**config.mk**
```make
export PLATFORM = sky130hd
export DESIGN_NAME = trig_throttle_seq
export DESIGN_NICKNAME = d
export VERILOG_FILES = /design/src/rtl/ttc_pkg.sv /design/src/rtl/ttc_sync_sched.sv /design/src/rtl/ttc_throttle.sv /design/src/rtl/ttc_arb.sv /design/src/rtl/trig_throttle_seq.sv
export SDC_FILE = /design/constraint.sdc
export NUM_CORES = 1
export LEC_CHECK = 0
export ABC_CLOCK_PERIOD_IN_PS = 3500
export BUFFER_PORTS_ARGS = -buffer_cell sky130_fd_sc_hd__buf_2
export CAP_MARGIN = 30
export CORE_UTILIZATION = 30
export DETAILED_ROUTE_END_ITERATION = 10
export GPL_TIMING_DRIVEN = 0
export PLACE_DENSITY = 0.42
export SLEW_MARGIN = 15
export SYNTH_ARGS = -nofsm -noshare
export SYNTH_HDL_FRONTEND = slang
export SYNTH_SLANG_ARGS = --single-unit
```
**constraint.sdc**
```tcl
create_clock -name clk -period 3.5 [get_ports clk]
set_input_delay 0.35 -clock clk [delete_from_list [all_inputs] [get_ports clk]]
set_output_delay 0.35 -clock clk [all_outputs]
set_load 0.02 [all_outputs]
```
**src/rtl/ttc_pkg.sv**
```systemverilog
// Shared codes and types for the trigger throttle and command sequencer.
package ttc_pkg;
    localparam int TW = 6;
    localparam logic [TW-1:0] C_CON  = 6'h30;
    localparam logic [TW-1:0] C_COFF = 6'h31;
    localparam logic [TW-1:0] C_EON  = 6'h32;
    localparam logic [TW-1:0] C_EOFF = 6'h33;
    localparam logic [TW-1:0] C_SYNC = 6'h3C;
    localparam logic [TW-1:0] C_CAL  = 6'h3D;
    localparam logic [TW-1:0] C_EOB  = 6'h3E;

    typedef enum logic [2:0] {
        SEL_NONE, SEL_NOTE, SEL_EOB, SEL_CAL, SEL_SYNC, SEL_PHYS
    } sel_e;
endpackage

```
**src/rtl/ttc_sync_sched.sv**
```systemverilog
// Burst timestamp plus sync table. Raises sync_hit_o in the cycle the
// timestamp equals the next table entry. Assumes strictly rising entries.
module ttc_sync_sched #(
    parameter int TS_W   = 16,
    parameter int SYNC_N = 16,
    localparam int IDX_W = $clog2(SYNC_N)
) (
    input  logic             clk,
    input  logic             rst_n,
    input  logic             burst_start_i,
    input  logic             burst_end_i,
    input  logic             wr_i,
    input  logic [IDX_W-1:0] addr_i,
    input  logic [TS_W-1:0]  time_i,
    output logic             sync_hit_o
);
    localparam logic [IDX_W:0] LAST = (IDX_W+1)'(SYNC_N);

    logic [TS_W-1:0] tbl [SYNC_N];
    logic [TS_W-1:0] ts;
    logic [IDX_W:0]  idx;
    logic            active;

    // One register per table entry, written through the load port.
    for (genvar g = 0; g < SYNC_N; g++) begin : g_tbl
        always_ff @(posedge clk) begin
            if (!rst_n)                             tbl[g] <= '1;
            else if (wr_i && addr_i == IDX_W'(g))   tbl[g] <= time_i;
        end
    end

    assign sync_hit_o = active && (idx != LAST) && (ts == tbl[idx[IDX_W-1:0]]);

    // Timestamp, burst flag and table pointer.
    always_ff @(posedge clk) begin
        if (!rst_n) begin
            ts <= '0; idx <= '0; active <= 1'b0;
        end else if (burst_start_i) begin
            ts <= '0; idx <= '0; active <= 1'b1;
        end else if (burst_end_i) begin
            active <= 1'b0;
        end else if (active) begin
            ts <= ts + TS_W'(1);
            if (sync_hit_o) idx <= idx + (IDX_W+1)'(1);
        end
    end

    // each hit moves the pointer by exactly one entry
    a_r6_ptr_step: assert property (@(posedge clk) disable iff (!rst_n)
        (sync_hit_o && !burst_start_i && !burst_end_i) |=> (idx == $past(idx) + (IDX_W+1)'(1)));
endmodule

```
**src/rtl/ttc_throttle.sv**
```systemverilog
// Throttle state from the ORed choke/error lines. Produces at most one
// notification per cycle (always granted by the arbiter) and the hold flag
// that withholds physics triggers. Also counts choke and error occurrences.
module ttc_throttle
    import ttc_pkg::*;
#(
    parameter int N_DET = 4,
    parameter int CNT_W = 16
) (
    input  logic              clk,
    input  logic              rst_n,
    input  logic [N_DET-1:0]  choke_i,
    input  logic [N_DET-1:0]  error_i,
    output logic              note_vld_o,
    output logic [TW-1:0]     note_code_o,
    output logic              hold_o,
    output logic [CNT_W-1:0]  choke_cnt_o,
    output logic [CNT_W-1:0]  error_cnt_o
);
    logic choke_any, error_any, choke_st, err_st, choke_q, error_q;
    logic need_eon, need_eoff, need_con, need_coff;

    assign choke_any = |choke_i;
    assign error_any = |error_i;
    assign need_eon  = error_any && !err_st;
    assign need_eoff = err_st && !error_any && !choke_any;
    assign need_con  = choke_any && !choke_st && !err_st && !error_any;
    assign need_coff = choke_st && !err_st && !choke_any && !error_any;
    assign hold_o    = choke_st || err_st;

    // Select the single notification due this cycle.
    always_comb begin
        note_vld_o  = need_eon || need_eoff || need_con || need_coff;
        note_code_o = need_eon ? C_EON : need_eoff ? C_EOFF : need_con ? C_CON : C_COFF;
    end

    // Throttle state, updated when a notification goes out.
    always_ff @(posedge clk) begin
        if (!rst_n) begin
            choke_st <= 1'b0; err_st <= 1'b0;
        end else begin
            if (need_eon)  err_st   <= 1'b1;
            if (need_eoff) err_st   <= 1'b0;
            if (need_con)  choke_st <= 1'b1;
            if (need_coff) choke_st <= 1'b0;
        end
    end

    // Occurrence counters on rising edges of the ORed lines.
    always_ff @(posedge clk) begin
        if (!rst_n) begin
            choke_q <= 1'b0; error_q <= 1'b0;
            choke_cnt_o <= '0; error_cnt_o <= '0;
        end else begin
            choke_q <= choke_any;
            error_q <= error_any;
            choke_cnt_o <= choke_cnt_o + CNT_W'(choke_any && !choke_q);
            error_cnt_o <= error_cnt_o + CNT_W'(error_any && !error_q);
        end
    end

    // after an on-notification physics is held
    a_r3_hold_after_on: assert property (@(posedge clk) disable iff (!rst_n)
        (note_vld_o && (note_code_o == C_CON || note_code_o == C_EON)) |=> hold_o);
    // no choke-on while in the error state
    a_r4_no_con_in_err: assert property (@(posedge clk) disable iff (!rst_n)
        err_st |-> !(note_vld_o && note_code_o == C_CON));
    // error-off only with every line low
    a_r5_eoff_clear: assert property (@(posedge clk) disable iff (!rst_n)
        (note_vld_o && note_code_o == C_EOFF) |-> (!choke_any && !error_any));
endmodule

```
**src/rtl/ttc_arb.sv**
```systemverilog
// Pending flags for the end-of-burst, calibration and sync triggers, the
// fixed-priority selection, the registered trigger output, the event number
// and the drop counter.
module ttc_arb
    import ttc_pkg::*;
#(
    parameter int EVT_W = 24,
    parameter int CNT_W = 16
) (
    input  logic             clk,
    input  logic             rst_n,
    input  logic             note_vld_i,
    input  logic [TW-1:0]    note_code_i,
    input  logic             hold_i,
    input  logic             eob_evt_i,
    input  logic             cal_evt_i,
    input  logic             sync_evt_i,
    input  logic             burst_start_i,
    input  logic             phys_vld_i,
    input  logic [TW-1:0]    phys_word_i,
    output logic             trig_vld_o,
    output logic [TW-1:0]    trig_word_o,
    output logic [EVT_W-1:0] trig_evt_o,
    output logic [CNT_W-1:0] drop_cnt_o
);
    logic eob_p, cal_p, sync_p;
    logic [EVT_W-1:0] evt_cnt;
    sel_e sel;
    logic [TW-1:0] word;

    // Fixed-priority choice of this cycle's trigger.
    always_comb begin
        if (note_vld_i)               begin sel = SEL_NOTE; word = note_code_i; end
        else if (eob_p)               begin sel = SEL_EOB;  word = C_EOB;       end
        else if (cal_p)               begin sel = SEL_CAL;  word = C_CAL;       end
        else if (sync_p)              begin sel = SEL_SYNC; word = C_SYNC;      end
        else if (phys_vld_i && !hold_i) begin sel = SEL_PHYS; word = phys_word_i; end
        else                          begin sel = SEL_NONE; word = '0;          end
    end

    // Pending specials: cleared when granted, set by a new request.
    always_ff @(posedge clk) begin
        if (!rst_n) begin
            eob_p <= 1'b0; cal_p <= 1'b0; sync_p <= 1'b0;
        end else begin
            eob_p  <= (eob_p  && sel != SEL_EOB)  || eob_evt_i;
            cal_p  <= (cal_p  && sel != SEL_CAL)  || cal_evt_i;
            sync_p <= (sync_p && sel != SEL_SYNC) || sync_evt_i;
        end
    end

    // Registered output, event number and drop count.
    always_ff @(posedge clk) begin
        if (!rst_n) begin
            trig_vld_o <= 1'b0; trig_word_o <= '0; trig_evt_o <= '0;
            evt_cnt <= '0; drop_cnt_o <= '0;
        end else begin
            trig_vld_o  <= (sel != SEL_NONE);
            trig_word_o <= word;
            trig_evt_o  <= evt_cnt;
            evt_cnt     <= burst_start_i ? '0 : evt_cnt + EVT_W'(sel != SEL_NONE);
            drop_cnt_o  <= drop_cnt_o + CNT_W'(phys_vld_i && sel != SEL_PHYS);
        end
    end

    // a physics trigger under hold is counted as dropped
    a_r10_drop_count: assert property (@(posedge clk) disable iff (!rst_n)
        (phys_vld_i && hold_i) |=> (drop_cnt_o == $past(drop_cnt_o) + CNT_W'(1)));
    // a notification always wins the next output slot
    a_r9_note_first: assert property (@(posedge clk) disable iff (!rst_n)
        note_vld_i |=> (trig_vld_o && trig_word_o == $past(note_code_i)));
endmodule

```
**src/rtl/trig_throttle_seq.sv**
```systemverilog
// Top: trigger throttle and command sequencer. Wires the throttle state,
// the sync schedule and the output arbiter together.
module trig_throttle_seq
    import ttc_pkg::*;
#(
    parameter int N_DET  = 4,
    parameter int TS_W   = 16,
    parameter int EVT_W  = 24,
    parameter int CNT_W  = 16,
    parameter int SYNC_N = 16,
    localparam int IDX_W = $clog2(SYNC_N)
) (
    input  logic             clk,
    input  logic             rst_n,
    input  logic [N_DET-1:0] choke_i,
    input  logic [N_DET-1:0] error_i,
    input  logic             phys_vld_i,
    input  logic [5:0]       phys_word_i,
    input  logic             calib_req_i,
    input  logic             burst_start_i,
    input  logic             burst_end_i,
    input  logic             sync_wr_i,
    input  logic [IDX_W-1:0] sync_addr_i,
    input  logic [TS_W-1:0]  sync_time_i,
    output logic             trig_vld_o,
    output logic [5:0]       trig_word_o,
    output logic [EVT_W-1:0] trig_evt_o,
    output logic [CNT_W-1:0] choke_cnt_o,
    output logic [CNT_W-1:0] error_cnt_o,
    output logic [CNT_W-1:0] drop_cnt_o
);
    logic          note_vld, hold, sync_hit;
    logic [TW-1:0] note_code;

    ttc_throttle #(.N_DET(N_DET), .CNT_W(CNT_W)) u_thr (
        .clk(clk), .rst_n(rst_n), .choke_i(choke_i), .error_i(error_i),
        .note_vld_o(note_vld), .note_code_o(note_code), .hold_o(hold),
        .choke_cnt_o(choke_cnt_o), .error_cnt_o(error_cnt_o));

    ttc_sync_sched #(.TS_W(TS_W), .SYNC_N(SYNC_N)) u_sync (
        .clk(clk), .rst_n(rst_n), .burst_start_i(burst_start_i),
        .burst_end_i(burst_end_i), .wr_i(sync_wr_i), .addr_i(sync_addr_i),
        .time_i(sync_time_i), .sync_hit_o(sync_hit));

    ttc_arb #(.EVT_W(EVT_W), .CNT_W(CNT_W)) u_arb (
        .clk(clk), .rst_n(rst_n), .note_vld_i(note_vld), .note_code_i(note_code),
        .hold_i(hold), .eob_evt_i(burst_end_i), .cal_evt_i(calib_req_i),
        .sync_evt_i(sync_hit), .burst_start_i(burst_start_i),
        .phys_vld_i(phys_vld_i), .phys_word_i(phys_word_i),
        .trig_vld_o(trig_vld_o), .trig_word_o(trig_word_o), .trig_evt_o(trig_evt_o),
        .drop_cnt_o(drop_cnt_o));
endmodule

```
After elaboration in Yosys (flattened, before gate mapping)

Memories as Yosys holds them, arrays and structs flattened. A register that Yosys moved wholly into a read port is not among the register bits.
Cells that the tools add are included.

Flip-flop bits (word level): 132
Bits in writable memories: 256
Output and inout bits: 79
Word-level logic and storage cells: 203
Memories: 1

Add/subtract/negate cells: 6
Equality and inequality tests: 21
Multiplexer cells: 82
Bitwise gates (word level): 18
Reduce and logical (&&, ||, !) cells: 58

Memories:

| name       | words | width | rd ports | clocked after memory_dff | write ports | line                 | RTL |
|---|---|---|---|---|---|---|---|
| u_sync.tbl | 16    | 16    | 1        | 1                        | 16          | ttc_sync_sched.sv:19 | `logic [TS_W-1:0] tbl [SYNC_N];` |

Operators with widths:

| cell                                                  | count |
|---|---|
| 2-to-1 mux 16 bit                                     | 16 |
| 2-to-1 mux 1 bit                                      | 52 |
| adder 16 x 1 -> 16 bit                                | 3 |
| 2-to-1 mux 6 bit                                      | 7 |
| logical AND 1 bit                                     | 34 |
| equality test 4 bit, second input constant            | 8 |
| adder 24 x 1 -> 24 bit                                | 1 |
| adder 16 x 1 -> 16 bit, second input constant         | 1 |
| equality test 16 bit                                  | 1 |
| equality test 4 x 3 -> 1 bit, second input constant   | 4 |
| OR 1 bit                                              | 16 |
| 2-to-1 mux 3 bit                                      | 5 |
| equality test 4 x 2 -> 1 bit, second input constant   | 2 |
| 2-to-1 mux 4 bit                                      | 2 |
| OR reduction 4 bit                                    | 2 |
| logical NOT 1 bit                                     | 7 |
| logical OR 1 bit                                      | 7 |
| inequality test 3 x 2 -> 1 bit, second input constant | 2 |
| inequality test 3 bit, second input constant          | 2 |
| OR reduction 2 bit                                    | 3 |
| adder 5 x 1 -> 5 bit, second input constant           | 1 |
| inequality test 5 bit, second input constant          | 1 |
| equality test 4 x 1 -> 1 bit, second input constant   | 1 |
| logical NOT 4 bit                                     | 1 |
| other kinds (5)                                       | 6 |

Logic depth before layout (Yosys ltp)

Gate-level depths: netlist (run 1).

Depth in word-level cells: 11
Gate-level depth with buffers: 13

Hierarchy

Synthesis (run 1) repeated with hierarchy kept, for this count alone.

Cells, all modules: 1431
Area total of the unflattened synthesis: 17957.2 µm²

Modules (own cells, without submodules):

| module         | times used | cells each | area each (µm²) |
|---|---|---|---|
| ttc_sync_sched | 1          | 950        | 13360.3 |
| ttc_arb        | 1          | 294        | 2816.5 |
| ttc_throttle   | 1          | 187        | 1780.5 |

Least setup slack after synthesis (run 1)

OpenSTA, ideal clock, no wires.

Kind: input-to-reg
Start point: input choke_i[1]
End point: register u_arb.evt_cnt[16]
Setup time: 0.128 ns
Arrival: 2.906 ns
Path slack: 0.466 ns
Stages on the path: 13
Path buffers: 0
Path through: nor4_1 mux2i_1 nor2_1 a21oi_1 nand2b_1 or2_2 ha_1 ha_1 nand2_1 nor2_1 nand2_1 xor2_1 nor2_1

Cells in the longest elaborated chain, start to end: 9

Ends and longest elaborated chain:

| what                                                          | line                                                       | RTL |
|---|---|---|
| start: declaration                                            | trig_throttle_seq.sv:15                                    | `input logic [N_DET-1:0] choke_i,` |
| OR reduction 4 bit *                                          | ttc_throttle.sv:23                                         | `assign choke_any = \|choke_i;` |
| logical NOT 1 bit / logical AND 1 bit (equally long branches) | ttc_throttle.sv:26, ttc_throttle.sv:28, ttc_throttle.sv:27 |  |
| logical AND 1 bit (on tied branches)                          | ttc_throttle.sv:26, ttc_throttle.sv:27                     |  |
| logical OR 1 bit / logical AND 1 bit (equally long branches)  | ttc_throttle.sv:33, ttc_throttle.sv:27                     |  |
| logical OR 1 bit                                              | ttc_throttle.sv:33                                         | `note_vld_o = need_eon \|\| need_eoff \|\| need_con \|\| need_coff;` |
| logical OR 1 bit *                                            | ttc_throttle.sv:33                                         |  |
| 2-to-1 mux 3 bit *                                            | ttc_arb.sv:33                                              | `if (note_vld_i) begin sel = SEL_NOTE; word = note_code_i; end` |
| nonzero test 3 bit *                                          | ttc_arb.sv:61                                              | `evt_cnt <= burst_start_i ? '0 : evt_cnt + EVT_W'(sel != SEL_NONE);` |
| adder 24 x 1 -> 24 bit *                                      | ttc_arb.sv:61                                              |  |
| end signal: assignment                                        | ttc_arb.sv:61                                              |  |
| end: declaration                                              | ttc_arb.sv:27                                              | `logic [EVT_W-1:0] evt_cnt;` |

Every way passes the cells marked *; elsewhere a longest branch is shown, timed or not.
A chain may end at the register's enable or synchronous reset.

==> results of run 1 <==
[synthesized netlist by cell type, drive strengths merged (11+ instances only)]
cell type,n
mux4,37
and2,42
a22oi,16
nand2b,21
xnor2,19
buf,31
and3,22
clkbuf,94
mux2i,63
edfxtp,256
or3,200
nand2,34
ha,11
dfxtp,136
nand4,16
xor2,81
nor2,106
or2,53
a21oi,17
nand3,57
o21ai,24
[state kept, by name, summed over array words and instances, names as in the netlist, 5 cells and up, named ones only]
register,flops
u_thr.error_cnt_o,16
u_thr.choke_cnt_o,16
u_sync.ts,16
u_sync.idx,5
u_sync.tbl,256
u_arb.trig_word_o,6
u_arb.evt_cnt,24
u_arb.trig_evt_o,24
u_arb.drop_cnt_o,16
[per-layer routing]
layer	vias up	GRT usage, %
met2	340	32.9
li1	5625	-
met3	69	2.89
met1	6214	27.3
met4	0	5.90
met5	-	0
[worst max-delay path, delay by kind of cell, from the launching register on]
kind | cells | cell delay (ns)
flops | 1 | 0.31
compound gates | 3 | 0.92
simple gates | 5 | 1.52
buf+inv | 2 | 0.51
[cell type report]
| cell class | count | area share (%) |
|---|---|---|
| sequential | 392 | 48.7 |
| inverter | 8 | 0.141 |
| multi-input combinational | 911 | 32.0 |
| tap | 765 | 4.48 |
| clock buffer | 64 | 6.44 |
| buffer | 124 | 2.90 |
| timing repair buffer | 138 | 3.98 |
| clock inverter | 22 | 1.29 |
[cells by family (layout without fill, tap and decap cells)]
group	after synthesis	count (layout)
buffers and inverters	133	356
adders and majority gates	11	11
and+or+nand+nor	598	598
xor gates and xnor gates	100	100
AOI/OAI and AO/OA	94	94
DFF	392	392
muxes	108	108
[cell usage in the layout, fill, tap and decap left out, drive strengths merged, types with 6 or more instances in the layout]
| cell | n |
|---|---|
| nand4 | 16 |
| buf | 162 |
| edfxtp | 256 |
| nand2b | 21 |
| nand2 | 34 |
| o31ai | 7 |
| and3 | 22 |
| xnor2 | 19 |
| clkinv | 13 |
| or3 | 200 |
| and4 | 10 |
| mux2i | 63 |
| dfxtp | 136 |
| mux4 | 37 |
| nand3 | 57 |
| or2 | 53 |
| nor4 | 6 |
| xor2 | 81 |
| nor2b | 8 |
| mux2 | 8 |
| bufinv | 6 |
| and2 | 42 |
| a22oi | 16 |
| inv | 10 |
| clkbuf | 160 |
| ha | 11 |
| nor2 | 106 |
| a21oi | 17 |
| o21ai | 24 |
[stage by stage]
| stage | setup TNS (ns) | worst slack [ns] | cells |
|---|---|---|---|
| 2_1_floorplan | 0 | 0.466 | 1436 |
| 3_3_place_gp | -128.41 | -0.714 | 2320 |
| 3_5_place_dp | -5.37 | -0.612 | 2334 |
| 4_1_cts | 0 | 0.0222 | 2423 |
| 5_1_grt | 0 | 0.0136 | 2424 |
| 6_report | 0 | 0.139 | 2424 |
[worst max path at each step]
stage,from,endpoint,cells after the start
after floorplan,choke_i[1],u_arb.evt_cnt[16],13
after global placement,sync_addr_i[1],u_sync.tbl[0][12],5
after detailed placement,flip-flop,flip-flop,10
after CTS,flip-flop,u_sync.idx[2],11
after global routing,flip-flop,flip-flop,11
final,flip-flop,flip-flop,10
[power groups by stage]
stage               Sequential, W  Clock [W]  Combinational (W)
floorplan                 0.00529          0           0.000281
global placement          0.00530          0           0.000587
detailed placement        0.00529          0           0.000629
CTS                       0.00520    0.00532           0.000641
global route              0.00521    0.00549           0.000683
finish                    0.00519    0.00521           0.000640
[what timing repair did]
item,in CTS,in global routing
endpoints found under the hold margin,4,0
gates cloned,0,0
hold buffers,4,0
resized for setup,21,17
pin swaps,0,2
setup endpoints to repair,10,5
==> impl_results.md, run 1 <==
- Internal power: roughly 0.0085 W
- Gr usage total: about 20%
- Remaining antenna violation count: 0
- Combinational power share: 5.8%
- Final Core Density: 36.9%
- Layout cells sized above 1: 21.7%
- Vias per cell: roughly 5.1
- Buffers added on ports: approximately 120
- Netlist Area Pre-Place: 17700 um2
- Max-slew headroom: around two fifths
- Worst Tran Pin Value: between 0.8 and 0.9 ns
- Hold path endpoint: u_arb.eob_p
- Power, Total: 0.0110 W
- Storage cell area: 10400 um2
- Hold wc startpoint: burst_end_i
- Crit path time final: between 3 and 4 ns
- Reg power frac: around 47%
- Total CTS buffers: 46
- First-pass detailed-route iteration total: 6
- Critical Path AT: a little under 4 ns
- Share of the synthesized area in the top cell type: a little over two fifths
- Multi-input gate area: 6840 um2
- First-pass GRT wire length: 85600 um
- Main combinational cell family by area after synthesis: simple AND/OR/NAND/NOR gates
- Multiplexer area fraction after synthesis: 9.03%
- Synth Instances: between 1000 and 1500
- Clk pin slew, worst setup/hold paths: roughly 0.060 ns
- Top layer in use: met4
- Post-CTS setup buffer count: 0
- Yosys top cell by area: edfxtp_1
- Power Density: around 520 nW/um2
- Distinct cell type count after synthesis: 60
- Post-synthesis average cell area: 12.3 um2
- Final Hold Fails: 0
- Floorplan row count: 88
- Boundary pin count: 120
- CTS tree: yes
- DIE WIDTH: roughly 240 um
- DPL Wire Length: about 42000 um
- Final slew viol count: 0
- Post-synthesis compound-gate area fraction: 3.54%
- DR iter-0 viols: 815
- CP peak stage delay: 0.53 ns
- Post-synth EDFFs: between 200 and 300
- Vias: about 12000
- Largest net degree at the start of global routing: 20
- Clock sink count: 392
- Hold path depth: 3
- Critical Path, Cell by Cell: buf_4 -> buf_2 -> nor2b_1 -> a22oi_1 -> a211o_1 -> nand3_1 -> and4_1 -> nand2_1 -> or4_1 -> a21oi_1
- Core area: 57900 um2
- Starting Density: 30.5%
- Die height: between 200 and 250 um
- Die footprint: roughly 60000 um2
- Critical Path Start Type: flip-flop
- Synth top area cells: edfxtp_1, dfxtp_1, or3_1
- Met1 WL: 27400 um
- Met2 WL: 28300 um
- Placed Area: roughly 20000 um2
- NetSw: 0.00253 W
- Post-synthesis simple-gate area fraction: between 15 and 20%
- Sw frac: 22.9%
- Syn. warnings: 0
- WL/cell: 24.8 um
- RSZ-0062 raised after global routing: false
- DRC: 0
- Nets@finish: 1673
- Post-synthesis register bit count: between 300 and 400
- Root buf cell: clkbuf_16
- Adder-Cell Fraction of Synth Area: 0.779%
- Worst IR drop on VDD: 0.000349 V
- Post-synthesis sequential area ratio: about three fifths
- Main synth FF type: edfxtp_1
- Hold Path Class: in2reg
- Critical Path Sink Type: flip-flop
- Clock power frac: 47.2%
- Hold slack final: roughly 0.040 ns
- N_diodes: 0
- Post-Route WL: ~60000 um
- Ys async rst share: 0%
- Final period utilization: 96.0%
- Clk_skew: between 0.02 and 0.03 ns
- Antenna violations before repair: 2
- Reg2Reg Setup Slack: approximately 0.14 ns
- Number of fillers in the final layout: around 5700
- Area Overhead vs Synth: 21.0%
- Gpl congestion: ~0.87
- Slowest CP cell: or4_1
- Lkg Pwr: 7.29 nW
- Critical Path Fanout Max: 10
- Final instance area: 21400 um2
- XOR/XNOR Fraction of Synth Area: 4.96%
- Setup violators final: 0
- GRT Residual Overflow: 0
- Vias in the first global route: approximately 12000
- R2R depth: 10
- CTS max path bufs: 3
- Met3 wire len: between 3000 and 4000 um
- CTS H-tree depth: 2
- Clock Latency Late Sink: 0.59 ns
- Fmax: 298 MHz
- Worst Path Required: 3.99 ns
- Setup CP Type: reg2reg
- Post-Syn Nets: 1488
- Status: finished clean
- Max-Cap Viols: 0
No activity file was read; power rests on OpenSTA's default activity.
==> run 2: changes to the inputs <==
--- a/config.mk
+++ b/config.mk
@@ -8,10 +8,11 @@
 export ABC_CLOCK_PERIOD_IN_PS = 3500
 export BUFFER_PORTS_ARGS = -buffer_cell sky130_fd_sc_hd__buf_2
 export CAP_MARGIN = 30
-export CORE_UTILIZATION = 30
+export CORE_MARGIN = 4
+export CORE_UTILIZATION = 61
 export DETAILED_ROUTE_END_ITERATION = 10
 export GPL_TIMING_DRIVEN = 0
-export PLACE_DENSITY = 0.42
+export PLACE_DENSITY = 0.77
 export SLEW_MARGIN = 15
 export SYNTH_ARGS = -nofsm -noshare
 export SYNTH_HDL_FRONTEND = slang
==> run 2 against run 1 <==
Net effect:
- non-clock buffer count unchanged
- utilization up 34 points
- global-route usage rose by 12 points
- clock-buffer cell count down 9
- flip-flop and latch count unchanged
- setup slack got worse by 0.054 ns
- clock skew decreased by 0.0068 ns
- register-to-register slack worse by 0.05 ns
- cell area decreased by 4.6%
- power down 9.7%
- die area down 47%
- routed wire length is 15% lower
- highest routed layer unchanged
==> impl_results.md, run 2 (synthesis results as in run 1) <==
- Power Density: 489 nW/um2 (-5.3%)
- CTS max path bufs: 3 (unchanged)
- Crit path time final: 3.41 ns (+0.0536 ns)
- Worst IR drop on VDD: 0.000414 V (+19%)
- Clock Latency Late Sink: 0.54 ns (-0.05 ns)
- Lkg Pwr: 7.09 nW (-2.7%)
- Most frequent cells in the layout: edfxtp_1, or3_1, dfxtp_1
- Critical Path Fanout Max: 10 (unchanged)
- Placed Instances: 1957 (-16%)
- Largest net degree at the start of global routing: 16 (-20%)
- Gpl congestion: 0.961 (+10%)
- First-pass detailed-route iteration total: 6 (unchanged)
- Setup violators final: 0 (unchanged)
- Boundary pin count: 120 (unchanged)
- Nets@finish: 1669 (-0.24%)
- Buffers added on ports: 119 (unchanged)
- Total CTS buffers: 42 (-8.7%)
- Max-slew headroom: 43.3% (+3.2 points)
- CTS tree: yes
- Setup CP Type: reg2reg
- Vias in the first global route: 12200 (+2.7%)
- Vias: 12700 (+3.7%)
- Critical Path AT: 3.87 ns (+0.02 ns)
- WL/cell: 25.0 um (+1.0%)
- Root buf cell: clkbuf_16
- Status: finished clean
- Clk_skew: 0.0196 ns (-0.00683 ns)
- Floorplan row count: 62 (-30%)
- N_diodes: 0 (unchanged)
- Clock sink count: 392 (unchanged)
- Power, Total: 0.00997 W (-9.7%)
- Starting Density: 61.7% (+31 points)
- RSZ-0062 raised after global routing: false
- Final worst setup slack: 0.0858 ns (-0.0536 ns)
- Critical Path Start Type: flip-flop
- Reg2Reg Setup Slack: 0.09 ns (-0.05 ns)
- Post-Route WL: 50800 um (-15%)
- Layout cells sized above 1: 20.8% (-0.91 points)
- First-pass GRT wire length: 74800 um (-13%)
- Critical Path Sink Type: flip-flop
- Worst Path Required: 3.95 ns (-0.04 ns)
- Placement Setup Slack: -0.378 ns (+0.235 ns)
- Die height: 178 um (-27%)
- Final period utilization: 97.5% (+1.5 points)
- Final Core Density: 71.2% (+34 points)
- Post-Layout Cell Count: 2029 (-16%)
- Vias per cell: 6.26 (+24%)
- Max reg flops: 256 (unchanged)
- Final Hold Fails: 0 (unchanged)
- CTS H-tree depth: 2 (unchanged)
- Number of fillers in the final layout: 2004 (-65%)
- Remaining antenna violation count: 0 (unchanged)
- Fmax: 293 MHz (-1.6%)
- Clk pin slew, worst setup/hold paths: 0.06 ns (about the same)
- Area Overhead vs Synth: 15.4%
- Worst Tran Pin Value: 0.850 ns (-0.0477 ns)
- Gr usage total: 31.7% (+12 points)
- GRT Residual Overflow: 0 (unchanged)
- DR iter-0 viols: 1448 (+78%)
- Hold Path Class: in2reg
- Top flop regs: u_sync.tbl: 256 flops, u_arb.evt_cnt: 24 flops, u_arb.trig_evt_o: 24 flops
- Antenna violations before repair: 1 (-1)
- Final slew viol count: 0 (unchanged)
- DPL Wire Length: 35400 um (-16%)
- Setup_tns: 0 ns (unchanged)
- Max-Cap Viols: 0 (unchanged)
- DRC: 0 (unchanged)
- Die footprint: 31700 um2 (-47%)
- Core area: 28600 um2 (-51%)
- DIE WIDTH: 178 um (-27%)
- Largest register by flop count: u_sync.tbl
- Commonest non-fill, non-tap cell in the layout: edfxtp_1
==> run 2: changes by cell type in the layout (fill, tap and decap cells not counted), moves of 2 or more <==
cell,change
clkbuf_16,-7
bufinv_16,-6
buf_6,+5
buf_8,-5
buf_2,+4
dlygate4sd3_1,-4
a22oi_1,+2
a22oi_2,-2
clkbuf_8,-2
mux2i_2,+2
o21ai_2,+2
o21ai_4,-2
==> run 2: worst max-delay path, cell delays in order (launching register included) <==
cell and delay [ns]:
dfxtp_1 0.32, buf_6 0.16, buf_4 0.28, buf_4 0.33, mux2i_1 0.19, a221oi_2 0.48, xor2_1 0.14, o41ai_2 0.50
nand3_4 0.20, or4_1 0.50, a21oi_1 0.21
==> run 2: path summary, 6_finish.rpt <==
check / from / depth (start not counted) / endpoint
worst min-delay path: phys_word_i[4] / 3 / u_arb.trig_word_o[4]
worst min register to register: u_arb.evt_cnt[0] / 1 / u_arb.trig_evt_o[0]
worst max-delay path: flip-flop / 10 / flip-flop
worst max register to register: flip-flop / 10 / flip-flop
==> run 2: final cells by class <==
class                   count  area [um2]  area share [%]
multi-input cells         911        6770            33.2
flip-flops and latches    392       10400            51.1
inverters                   8        30.0           0.147
clock inverters            17         110           0.540
repair buffers            137         812            3.98
plain buffers             125         597            2.93
clock buffers              55        1170            5.75
well taps                 384         480            2.36
==> run 2: metrics by stage <==
stage               cell area [um2]  hold slack (ns)
detailed placement            19000            0.454
CTS                           20300           0.0422
global placement              18700            0.456
global route                  20400           0.0572
floorplan                     17700            0.436
finish                        20400           0.0531
==> run 2: what timing repair did <==
item,4_1_cts,5_1_grt
endpoints found under the setup margin,10,6
gates resized for setup,10,12
hold buffers,0,0
pin swaps,0,0
setup buffers,0,0
==> run 2: metal layers <==
layer | track usage, % | up-vias | wire length [um]
li1 | - | 5624 | -
met1 | 41.2 | 6071 | 18600
met2 | 50.7 | 849 | 23400
met3 | 7.88 | 159 | 6110
met4 | 14.5 | 0 | 2620
met5 | 0 | - | 0
==> run 2: power by group <==
| part | internal (W) | total, W | leakage, nW | switching, W |
|---|---|---|---|---|
| registers | 0.00513 | 0.00520 | 3.67 | 0.0000743 |
| clock network | 0.00237 | 0.00417 | 0.629 | 0.00180 |
| logic | 0.000185 | 0.000602 | 2.80 | 0.000417 |
